File: src/rtl/snoop_cache_pkg.sv
package snoop_cache_pkg;

  typedef enum logic [1:0] {
    CMD_IDLE  = 2'b00,
    CMD_READ  = 2'b01,
    CMD_WBACK = 2'b10,
    CMD_INVAL = 2'b11
  } busCmd_t;

  typedef enum logic [1:0] {
    LINE_INV = 2'b00,
    LINE_SHR = 2'b01,
    LINE_MOD = 2'b10
  } lineState_t;

  // strobes from control to datapath
  typedef struct packed {
    logic fillLine;    // load tag and memory word, state shared
    logic markMod;     // own invalidate done, state modified
    logic writeWord;   // processor word write, state modified
    logic dropLine;    // evicted after write-back
    logic cleanFlush;  // retry-driven flush done, back to shared
    logic snoopKill;   // foreign invalidate hit
    logic flushSel;    // bus address/data from the flush line
  } dpStrobe_t;

endpackage

File: src/rtl/snoop_cache_dp.sv
module snoop_cache_dp
  import snoop_cache_pkg::*;
#(
  parameter int ADDR_W = 32,
  parameter int DATA_W = 32,
  parameter int LINES  = 16
) (
  input  logic                      clk,
  input  logic                      rstN,
  input  dpStrobe_t                 strobe,
  input  logic [ADDR_W-1:0]         cpuAddr,
  input  logic [DATA_W-1:0]         cpuWdata,
  input  logic [ADDR_W-1:0]         snpAddr,
  input  logic [$clog2(LINES)-1:0]  flushIdx,
  input  logic [DATA_W-1:0]         busRdata,
  input  logic [1:0]                busCmdOut,
  output lineState_t                cpuLineState,
  output lineState_t                victimState,
  output lineState_t                snpState,
  output lineState_t                flushState,
  output logic [DATA_W-1:0]         cpuRdata,
  output logic [ADDR_W-1:0]         busAddr,
  output logic [DATA_W-1:0]         busWdata
);
  localparam int IDX_W = $clog2(LINES);
  localparam int TAG_W = ADDR_W - IDX_W;

  logic [IDX_W-1:0] cpuIdx, snpIdx;
  logic [TAG_W-1:0] cpuTag, snpTag;
  assign cpuIdx = cpuAddr[IDX_W-1:0];
  assign cpuTag = cpuAddr[ADDR_W-1:IDX_W];
  assign snpIdx = snpAddr[IDX_W-1:0];
  assign snpTag = snpAddr[ADDR_W-1:IDX_W];

  lineState_t        stView   [LINES];
  logic [TAG_W-1:0]  tagView  [LINES];
  logic [DATA_W-1:0] dataView [LINES];

  generate
    for (genvar g = 0; g < LINES; g++) begin : gLine
      lineState_t        st;
      logic [TAG_W-1:0]  tag;
      logic [DATA_W-1:0] word;
      logic hereCpu, hereSnp, hereFl;

      assign hereCpu = (cpuIdx == IDX_W'(g));
      assign hereSnp = (snpIdx == IDX_W'(g));
      assign hereFl  = (flushIdx == IDX_W'(g));

      always_ff @(posedge clk or negedge rstN) begin
        if (!rstN) begin
          st  <= LINE_INV;
          tag <= '0;
        end else if (strobe.snoopKill && hereSnp) begin
          st <= LINE_INV;
        end else if (strobe.cleanFlush && hereFl) begin
          st <= LINE_SHR;
        end else if (hereCpu) begin
          if (strobe.fillLine) begin
            st  <= LINE_SHR;
            tag <= cpuTag;
          end else if (strobe.markMod || strobe.writeWord) begin
            st <= LINE_MOD;
          end else if (strobe.dropLine) begin
            st <= LINE_INV;
          end
        end
      end

      always_ff @(posedge clk) begin
        if (hereCpu && strobe.fillLine)       word <= busRdata;
        else if (hereCpu && strobe.writeWord) word <= cpuWdata;
      end

      assign stView[g]   = st;
      assign tagView[g]  = tag;
      assign dataView[g] = word;
    end
  endgenerate

  assign victimState  = stView[cpuIdx];
  assign cpuLineState = (tagView[cpuIdx] == cpuTag) ? stView[cpuIdx] : LINE_INV;
  assign snpState     = (tagView[snpIdx] == snpTag) ? stView[snpIdx] : LINE_INV;
  assign flushState   = stView[flushIdx];
  assign cpuRdata     = dataView[cpuIdx];

  logic [DATA_W-1:0] wbWord;
  always_comb begin
    if (strobe.flushSel) begin
      busAddr = {tagView[flushIdx], flushIdx};
      wbWord  = dataView[flushIdx];
    end else begin
      busAddr = (busCmdOut == CMD_WBACK) ? {tagView[cpuIdx], cpuIdx} : cpuAddr;
      wbWord  = dataView[cpuIdx];
    end
    busWdata = (busCmdOut == CMD_WBACK) ? wbWord : '0;
  end

endmodule

File: src/rtl/snoop_cache_ctrl.sv
module snoop_cache_ctrl
  import snoop_cache_pkg::*;
#(
  parameter int IDX_W = 4
) (
  input  logic             clk,
  input  logic             rstN,
  input  logic             cpuReq,
  input  logic             cpuWe,
  input  lineState_t       cpuLineState,
  input  lineState_t       victimState,
  input  lineState_t       snpState,
  input  lineState_t       flushState,
  input  logic [1:0]       snpCmd,
  input  logic [IDX_W-1:0] snpIdx,
  input  logic             busGnt,
  input  logic             busRetryIn,
  output dpStrobe_t        strobe,
  output logic             busReq,
  output logic [1:0]       busCmd,
  output logic             cpuReady,
  output logic             retryOut,
  output logic [IDX_W-1:0] flushIdx
);
  typedef enum logic {ST_LOOK, ST_BUS} ctrlState_t;

  ctrlState_t curSt, nextSt;
  busCmd_t    opReg, nextOp;
  logic       opFlush, nextFlush;
  logic       flushPend, flushDone;
  logic       snoopBusy;

  assign snoopBusy = (snpCmd != CMD_IDLE);
  assign retryOut  = (snpCmd == CMD_READ) && (snpState == LINE_MOD);
  assign busReq    = (curSt == ST_BUS);

  always_comb begin
    strobe           = '0;
    nextSt           = curSt;
    nextOp           = opReg;
    nextFlush        = opFlush;
    cpuReady         = 1'b0;
    busCmd           = CMD_IDLE;
    flushDone        = 1'b0;
    strobe.snoopKill = (snpCmd == CMD_INVAL) && (snpState != LINE_INV);
    strobe.flushSel  = opFlush && (curSt == ST_BUS);
    case (curSt)
      ST_LOOK: begin
        if (!snoopBusy) begin
          if (flushPend) begin
            if (flushState == LINE_MOD) begin
              nextSt    = ST_BUS;
              nextOp    = CMD_WBACK;
              nextFlush = 1'b1;
            end else begin
              flushDone = 1'b1;
            end
          end else if (cpuReq) begin
            nextFlush = 1'b0;
            if (cpuLineState != LINE_INV && !cpuWe) begin
              cpuReady = 1'b1;
            end else if (cpuLineState == LINE_MOD) begin
              cpuReady         = 1'b1;
              strobe.writeWord = 1'b1;
            end else if (cpuLineState == LINE_SHR) begin
              nextSt = ST_BUS;
              nextOp = CMD_INVAL;
            end else if (victimState == LINE_MOD) begin
              nextSt = ST_BUS;
              nextOp = CMD_WBACK;
            end else begin
              nextSt = ST_BUS;
              nextOp = CMD_READ;
            end
          end
        end
      end
      ST_BUS: begin
        if (snoopBusy) begin
          nextSt = ST_LOOK;
        end else if (busGnt) begin
          busCmd = opReg;
          nextSt = ST_LOOK;
          case (opReg)
            CMD_READ:  strobe.fillLine = !busRetryIn;
            CMD_WBACK: begin
              if (opFlush) begin
                strobe.cleanFlush = 1'b1;
                flushDone         = 1'b1;
              end else begin
                strobe.dropLine = 1'b1;
              end
            end
            CMD_INVAL: strobe.markMod = 1'b1;
            default:   ;
          endcase
        end
      end
      default: nextSt = ST_LOOK;
    endcase
  end

  always_ff @(posedge clk or negedge rstN) begin
    if (!rstN) begin
      curSt     <= ST_LOOK;
      opReg     <= CMD_IDLE;
      opFlush   <= 1'b0;
      flushPend <= 1'b0;
      flushIdx  <= '0;
    end else begin
      curSt   <= nextSt;
      opReg   <= nextOp;
      opFlush <= nextFlush;
      if (flushDone) begin
        flushPend <= 1'b0;
      end else if (retryOut && !flushPend) begin
        flushPend <= 1'b1;
        flushIdx  <= snpIdx;
      end
    end
  end

endmodule

File: src/rtl/snoop_cache.sv
module snoop_cache
  import snoop_cache_pkg::*;
#(
  parameter int ADDR_W = 32,
  parameter int DATA_W = 32,
  parameter int LINES  = 16
) (
  input  logic              clk,
  input  logic              rstN,
  input  logic              cpuReq,
  input  logic              cpuWe,
  input  logic [ADDR_W-1:0] cpuAddr,
  input  logic [DATA_W-1:0] cpuWdata,
  output logic              cpuReady,
  output logic [DATA_W-1:0] cpuRdata,
  output logic              busReq,
  input  logic              busGnt,
  output logic [1:0]        busCmd,
  output logic [ADDR_W-1:0] busAddr,
  output logic [DATA_W-1:0] busWdata,
  input  logic [DATA_W-1:0] busRdata,
  input  logic              busRetryIn,
  input  logic [1:0]        snpCmd,
  input  logic [ADDR_W-1:0] snpAddr,
  output logic              retryOut
);
  localparam int IDX_W = $clog2(LINES);

  dpStrobe_t        strobe;
  lineState_t       cpuLineState, victimState, snpState, flushState;
  logic [IDX_W-1:0] flushIdx;

  snoop_cache_ctrl #(.IDX_W(IDX_W)) u_ctrl (
    .clk          (clk),
    .rstN         (rstN),
    .cpuReq       (cpuReq),
    .cpuWe        (cpuWe),
    .cpuLineState (cpuLineState),
    .victimState  (victimState),
    .snpState     (snpState),
    .flushState   (flushState),
    .snpCmd       (snpCmd),
    .snpIdx       (snpAddr[IDX_W-1:0]),
    .busGnt       (busGnt),
    .busRetryIn   (busRetryIn),
    .strobe       (strobe),
    .busReq       (busReq),
    .busCmd       (busCmd),
    .cpuReady     (cpuReady),
    .retryOut     (retryOut),
    .flushIdx     (flushIdx)
  );

  snoop_cache_dp #(.ADDR_W(ADDR_W), .DATA_W(DATA_W), .LINES(LINES)) u_dp (
    .clk          (clk),
    .rstN         (rstN),
    .strobe       (strobe),
    .cpuAddr      (cpuAddr),
    .cpuWdata     (cpuWdata),
    .snpAddr      (snpAddr),
    .flushIdx     (flushIdx),
    .busRdata     (busRdata),
    .busCmdOut    (busCmd),
    .cpuLineState (cpuLineState),
    .victimState  (victimState),
    .snpState     (snpState),
    .flushState   (flushState),
    .cpuRdata     (cpuRdata),
    .busAddr      (busAddr),
    .busWdata     (busWdata)
  );

endmodule

File: config.mk
export PLATFORM = sky130hd
export DESIGN_NAME = snoop_cache
export DESIGN_NICKNAME = d
export VERILOG_FILES = /design/src/rtl/snoop_cache_pkg.sv /design/src/rtl/snoop_cache_dp.sv /design/src/rtl/snoop_cache_ctrl.sv /design/src/rtl/snoop_cache.sv
export SDC_FILE = /design/constraint.sdc
export NUM_CORES = 2
export LEC_CHECK = 0
export ABC_AREA = 1
export BUFFER_PORTS_ARGS = -buffer_cell sky130_fd_sc_hd__buf_4
export CAP_MARGIN = 20
export CORE_MARGIN = 2
export CORE_UTILIZATION = 35
export CTS_CLUSTER_SIZE = 40
export DETAILED_ROUTE_END_ITERATION = 6
export RECOVER_POWER = 50
export SETUP_SLACK_MARGIN = 0.05
export SLEW_MARGIN = 5
export SYNTH_ARGS = -nofsm -noshare
export SYNTH_HDL_FRONTEND = slang
export SYNTH_SLANG_ARGS = --single-unit
File: constraint.sdc
create_clock -name clk -period 7 [get_ports clk]
set_input_delay 0.7 -clock clk [delete_from_list [all_inputs] [get_ports clk]]
set_output_delay 0.7 -clock clk [all_outputs]
set_load 0.02 [all_outputs]
; ---- Word-level counts from Yosys, hierarchy flattened
; Index checks and enable logic that the tools add are counted.
; W data, S select, Z words.
[totals]
reg_bits = 1001
in_bits = 136
wordCells = 485
[op_classes]
order_cmp = 3
n_eq_ne = 61
muxes = 166
bitwise = 38
reduce_logical = 164
[op_table]
columns = operator, count
row1 = $mux W32, 40
row2 = $bmux W28 S4, 3
row3 = $bmux W32 S4, 2
row4 = $mux W28, 6
row5 = $mux W2, 76
row6 = $eq A4 B4 Y1 const B, 24
row7 = $reduce_bool A5 Y1, 16
row8 = $logic_and A1 B1 Y1, 69
row9 = $reduce_and A4 Y1, 17
row10 = $eq A28 B28 Y1, 2
row11 = $eq A4 B3 Y1 const B, 12
row12 = $reduce_bool A3 Y1, 16
row13 = $reduce_bool A2 Y1, 21
row14 = $not A1 Y1, 35
row15 = $mux W1, 34
row16 = $reduce_and A2 Y1, 17
row17 = $bmux W2 S4, 3
row18 = $eq A4 B2 Y1 const B, 6
row19 = $eq A2 B2 Y1 const B, 8
row20 = $ge A5 B5 Y1 const B, 3
row21 = $not A4 Y5, 3
row22 = $eq A4 B1 Y1 const B, 3
row23 = $logic_not A4 Y1, 3
row24 = $eq A2 B1 Y1 const B, 3
row25 = other kinds (6), 10

; ---- Longest topological paths before layout
[logic_depth]
depth_word = 19
depth_mapped = 24

; ---- Modules after synthesis
; Synthesis repeated with hierarchy kept, for this count alone.
[hier_totals]
hier_cells = 8348
hier_area_um2 = 61243.7
[by_module_without_submodules]
columns = module, n_inst, cells_per_inst, area_each_um2
row1 = snoop_cache_dp, 1, 8267, 60656.9
row2 = snoop_cache_ctrl, 1, 81, 586.8

; ---- Worst setup path after synthesis
; OpenSTA, ideal clock, no wires.
[synth_timing]
path_type = input-to-reg
startpoint = in cpuAddr[1]
endpoint = reg u_dp.gLine[1].word[0] (enable)
arrival_time_ns = 4.755
t_required_ns = 6.539
setup_slack_ns = 1.784
path_stages = 19
n_path_buf = 4
path_cell_list = buf_4 > inv_2 > nor2_2 > buf_4 > buf_4 > a21oi_1 > nand2_1 > nand2_1 > nand2_1 > o21ai_0 > nand2_1 > nor2_1 > nand3_1 > nor2_2 > nand3_2 > nand2_1 > inv_1 > clkbuf_1 > nor3_1
[synth_between]
elab_chain_len = 15
word_cells_on_any_way = 22
classes_between = 3 x eq/ne / 13 x mux / 1 x bitwise / 5 x reduce/logical
[synth_rtl]
columns = element, line_no
row1 = "start, declared", snoop_cache.sv:12  ; input logic [ADDR_W-1:0] cpuAddr,
row2 = $not A4 Y5 (implied by the code), snoop_cache_dp.sv:82  ; assign cpuLineState = (tagView[cpuIdx] == cpuTag) ? stView[cpuIdx] : LINE_INV;
row3 = $bmux W28 S4, snoop_cache_dp.sv:82
row4 = $mux W28 (implied by the code) (2 in a row), snoop_cache_dp.sv:82
row5 = $eq A28 B28 Y1, snoop_cache_dp.sv:82
row6 = $mux W2, snoop_cache_dp.sv:82
row7 = $eq A2 B2 Y1 / $reduce_bool A2 Y1 (equally long branches), "snoop_cache_ctrl.sv:62, snoop_cache_ctrl.sv:60"
row8 = $mux W1 / $logic_and A1 B1 Y1 (equally long branches), "snoop_cache_ctrl.sv:62, snoop_cache_ctrl.sv:60"
row9 = $mux W1, snoop_cache_ctrl.sv:60  ; if (cpuLineState != LINE_INV && !cpuWe) begin
row10 = $mux W1, snoop_cache_ctrl.sv:58  ; end else if (cpuReq) begin
row11 = $mux W1, snoop_cache_ctrl.sv:50  ; if (flushPend) begin
row12 = $mux W1, snoop_cache_ctrl.sv:49  ; if (!snoopBusy) begin
row13 = $mux W1, snoop_cache_ctrl.sv:47  ; case (curSt)
row14 = $logic_and A1 B1 Y1, snoop_cache_dp.sv:72  ; else if (hereCpu && strobe.writeWord) word <= cpuWdata;
row15 = $reduce_bool A2 Y1 (no line) *, -
row16 = "end signal, assigned", snoop_cache_dp.sv:71  ; if (hereCpu && strobe.fillLine) word <= busRdata;
row17 = "end signal, assigned", snoop_cache_dp.sv:72
row18 = "end, declared", snoop_cache_dp.sv:43  ; logic [DATA_W-1:0] word;
; Mark *: on every way between the ends. The rest lies on a longest branch, timed or not. The select of a mux whose other input is x is not followed.
; A chain may end at the register's enable or synchronous reset.

; ---- Worst setup path after layout
[layout_timing]
startpoint = reg u_ctrl.curSt (netlist: u_ctrl.busReq)
endpoint = reg u_dp.gLine[7].tag[1]
[layout_between]
elab_chain_len = 4
word_cells_on_any_way = 5
classes_between = 2 x mux / 1 x bitwise / 2 x reduce/logical
[layout_rtl]
columns = element, line_no
row1 = "start, declared", snoop_cache_ctrl.sv:27  ; ctrlState_t curSt, nextSt;
row2 = "start signal, assigned", snoop_cache_ctrl.sv:111  ; curSt <= nextSt;
row3 = $mux W2, snoop_cache_ctrl.sv:47
row4 = $logic_and A1 B1 Y1, snoop_cache_dp.sv:56  ; end else if (strobe.cleanFlush && hereFl) begin
row5 = $not A1 Y1 (no line), -
row6 = $reduce_and A4 Y1 (no line) *, -
row7 = "end signal, assigned", snoop_cache_dp.sv:61  ; tag <= cpuTag;
row8 = "end, declared", snoop_cache_dp.sv:42  ; logic [TAG_W-1:0] tag;
; Mark *: on every way between the ends. The rest lies on a longest branch, timed or not.

==> tab_implementation.tex <==
\begin{tabular}{lr}
\hline
Metric & Value \\
\hline
\multicolumn{2}{l}{\textbf{Run status}} \\
\quad Run status & finished with violations \\
\quad Violations in the final reports & max-capacitance violations, max-slew violations \\
\multicolumn{2}{l}{\textbf{Global routing}} \\
\quad GRT Overall Usage & 29.0\% \\
\quad Via count of the first global-routing pass & 56050 \\
\quad Antenna violations before repair & 12 \\
\quad Remaining Overflow, GRT & 0 \\
\quad Wire length of the first global-routing pass & 379000 microns \\
\quad Largest net degree at the start of global routing & 173 \\
\multicolumn{2}{l}{\textbf{Min path}} \\
\quad Path class of the lowest-slack min-delay path & input port to flip-flop \\
\quad Hold depth & 2 \\
\multicolumn{2}{l}{\textbf{Detailed routing}} \\
\quad Total routed wire length on the met1 layer & 99200 microns \\
\quad DR WL met3 & 30000 microns \\
\quad Number of nets with antenna violations after detailed routing & 0 \\
\quad Top routing layer used & met5 \\
\quad Post-detailed-routing wire length & 261000 microns \\
\quad Drt drc & 0 \\
\quad Routed via count & 60277 \\
\quad Routed WL per cell & 25.9 microns \\
\quad Sum of met2 wire segment lengths after detailed routing & 116000 microns \\
\quad Detailed-route vias per instance & 5.98 \\
\quad Initial DRT Pass Iterations & 6 \\
\quad Number of DRC violations after detailed-routing iteration 0 & 9049 \\
\multicolumn{2}{l}{\textbf{Timing}} \\
\quad Final Hold Fails & 0 \\
\quad Setup slack after layout & 1070 ps \\
\quad Worst slew slack as a fraction of its limit & -184\% \\
\quad Summed negative setup slack over all endpoints & 0 ps \\
\quad Final critical-path share of the clock period & 84.7\% \\
\quad Final critical-path required period & 5930 ps \\
\quad Setup Skew & 36.1 ps \\
\quad RSZ-0062 raised after global routing & false \\
\quad Fmax & 169 MHz \\
\quad Transition time at the pin with the least slew margin & 4260 ps \\
\quad Hold WS & 222 ps \\
\quad Total setup violations reported at the end of the flow & 0 \\
\quad Final max-slew violation count & 789 \\
\multicolumn{2}{l}{\textbf{Clock network}} \\
\quad \# resized after CTS & 0 \\
\quad CTS tree & done \\
\quad Clock latency at the later pin of the worst-skew pair & 780 ps \\
\quad \# hold bufs at CTS & 1 \\
\quad Cell at the root of the clock tree & sky130\_fd\_sc\_hd\_\_clkbuf\_16 \\
\quad Number of buffers created by CTS & 115 \\
\quad Clock tree buffer depth & 3 \\
\quad Clock transition time at the flip-flop clock pins of the worst setup and hold paths & 70 ps \\
\quad Htree depth & 3 \\
\quad Clock sinks & 1001 \\
\quad Buffer count from post-CTS setup fixing & 0 \\
\multicolumn{2}{l}{\textbf{Setup path}} \\
\quad Kind of end point of the critical path & flip-flop \\
\quad Depth of the worst register-to-register path & 8 \\
\quad Highest fanout seen on the critical path & 66 \\
\quad CP required & 7660 ps \\
\quad Arr. time, crit path & 6590 ps \\
\quad Sort of element at the start of the critical path & flip-flop \\
\quad Crit path kind & flip-flop to flip-flop \\
\multicolumn{2}{l}{\textbf{Finish}} \\
\quad Net count of the finished layout & 7901 \\
\quad Proportion of layout cells with a drive suffix above 1 & 7.62\% \\
\quad Filler Cells Inserted & 17308 \\
\quad Layout area overhead & 11.7\% \\
\quad Post-layout instance count excluding filler cells & 10085 \\
\multicolumn{2}{l}{\textbf{Yosys}} \\
\quad Nets in the synthesized netlist & 8142 \\
\quad Flops \& latches, synth & 1001 \\
\quad Dominant register cell in the synthesized netlist & sky130\_fd\_sc\_hd\_\_edfxtp\_1 \\
\quad Library cell with the largest summed area after synthesis & sky130\_fd\_sc\_hd\_\_edfxtp\_1 \\
\quad Yosys cell types & 40 \\
\quad Average instance area after synthesis & 7.48 sq um \\
\quad Leading post-synthesis cells by cell area & sky130\_fd\_sc\_hd\_\_edfxtp\_1, sky130\_fd\_sc\_hd\_\_dfrtp\_1, sky130\_fd\_sc\_hd\_\_nand2\_1 \\
\quad Ys Warns & 0 \\
\quad Cell Area, Synth & 0.0599 sq mm \\
\quad Post-synthesis sequential area ratio & 46.1\% \\
\quad Fraction of post-synthesis cell area in the top cell type by area & 25.7\% \\
\quad Post-synthesis cell count & 8006 \\
\quad Most frequent cell after synthesis & sky130\_fd\_sc\_hd\_\_nand2\_1 \\
\quad Fraction of synthesis flops using an asynchronous set or reset pin & 48.9\% \\
\quad Number of synthesized flops with an enable pin & 512 \\
\quad Commonest cells in the netlist & sky130\_fd\_sc\_hd\_\_nand2\_1, sky130\_fd\_sc\_hd\_\_o21ai\_0, sky130\_fd\_sc\_hd\_\_inv\_1 \\
\multicolumn{2}{l}{\textbf{Floorplanning}} \\
\quad \# IOs & 237 \\
\quad Number of rows created at floorplan & 151 \\
\quad Area of the core & 0.170 sq mm \\
\quad Overall die width & 418 microns \\
\quad Vertical die dimension & 418 microns \\
\quad Initial cell density of the core & 35.3\% \\
\quad Die ar. & 0.175 sq mm \\
\multicolumn{2}{l}{\textbf{Pwr}} \\
\quad Power Total & 13800 uW \\
\quad Maximum VDD drop & 0.000222 V \\
\quad Reported leakage power & 0.0284 uW \\
\quad Power per cell area & 206 mW/mm\^{}2 \\
\multicolumn{2}{l}{\textbf{Placed design}} \\
\quad Port Buffers & 236 \\
\quad Detail Placement HPWL & 145000 microns \\
\quad Number of cells after detailed placement & 9862 \\
\quad Minimum setup slack after placement & 1440 ps \\
\quad Routability Congestion & 0.942 \\
\multicolumn{2}{l}{\textbf{Flow run}} \\
\quad Maximum Capacitance Violations & 12 \\
\hline
\end{tabular}
report_power, final:
group          total (uW)  switching, uW  internal [uW]  leakage (uW)
registers            6270           34.0           6230        0.0113
clock network        6340           2670           3680       0.00191
logic                1160            870            293        0.0152
total               13800           3570          10200        0.0284
layer usage:
metal | up-vias | track usage [%]
li1 | 26816 | -
met1 | 28529 | 37.8
met2 | 4129 | 45.0
met3 | 797 | 5.56
met4 | 6 | 16.3
met5 | - | 0
layout by cell type (no fill, tap or decap), types with 169 or more instances in the layout:
cell type,n
sky130_fd_sc_hd__a21oi_1,169
sky130_fd_sc_hd__a22oi_1,434
sky130_fd_sc_hd__buf_4,321
sky130_fd_sc_hd__dfrtp_1,489
sky130_fd_sc_hd__edfxtp_1,512
sky130_fd_sc_hd__inv_1,557
sky130_fd_sc_hd__nand2_1,2892
sky130_fd_sc_hd__nor2_1,264
sky130_fd_sc_hd__o21ai_0,1286
sky130_fd_sc_hd__o221ai_1,279
logic make-up after synthesis:
family	after synthesis	synth area share, %
and+or+nand+nor	3389	22.0
DFF	1001	46.1
buffers and inverters	1286	8.38
AOI/OAI and AO/OA	2328	23.5
xor gates and xnor gates	2	0.0292
sequential cells by signal (all words and copies together), names as in the netlist:
register,count
u_ctrl.opReg,2
u_dp.gLine.st,32
u_ctrl.opFlush,1
u_ctrl.flushIdx,4
u_dp.gLine.word,512
u_ctrl.busReq,1
u_ctrl.flushPend,1
u_dp.gLine.tag,448
worst paths after layout:
check / slack [ps] / endpoint / from
worst min-delay path: 220 / u_ctrl.busReq$_DFF_PN0_ / busGnt
min in group asynchronous: 570 / u_dp.gLine[6].tag[4]$_DFFE_PN0P_ / rstN
worst max-delay path: 1070 / u_dp.gLine[7].tag[1]$_DFFE_PN0P_ / u_ctrl.busReq$_DFF_PN0_
max in group asynchronous: 1880 / u_dp.gLine[4].tag[21]$_DFFE_PN0P_ / rstN
worst min register to register: 490 / u_dp.gLine[15].tag[24]$_DFFE_PN0P_ / u_dp.gLine[15].tag[24]$_DFFE_PN0P_
worst max register to register: 1070 / u_dp.gLine[7].tag[1]$_DFFE_PN0P_ / u_ctrl.busReq$_DFF_PN0_
per-stage QoR:
step,utilization (%),area [sq um]
6_report,39.4,66900
5_1_grt,39.4,66900
4_1_cts,39.5,67000
3_5_place_dp,37.2,63100
3_3_place_gp,37.2,63100
2_1_floorplan,-,59900
critical path, cell delays in order (launching register included):
cell and delay [ps]:
sky130_fd_sc_hd__dfrtp_1 470, sky130_fd_sc_hd__nand2_1 100, sky130_fd_sc_hd__nor3_1 320, sky130_fd_sc_hd__inv_1 80, sky130_fd_sc_hd__nor3_1 190, sky130_fd_sc_hd__clkbuf_1 1470, sky130_fd_sc_hd__nand2_2 1750, sky130_fd_sc_hd__clkbuf_1 950
sky130_fd_sc_hd__o21ai_0 430
final cells by class:
type / count / area (sq um) / area share (%)
Multi-Input combinational cell: 5719 / 27600 / 41.2
Tap cell: 2218 / 2780 / 4.15
Sequential cell: 1001 / 27600 / 41.3
Clock inverter: 50 / 601 / 0.897
Timing Repair Buffer: 355 / 2880 / 4.31
Antenna cell: 10 / 25.0 / 0.0374
Clock buffer: 159 / 3290 / 4.91
Inverter: 573 / 2170 / 3.24
(Power assumes the default switching activity.)
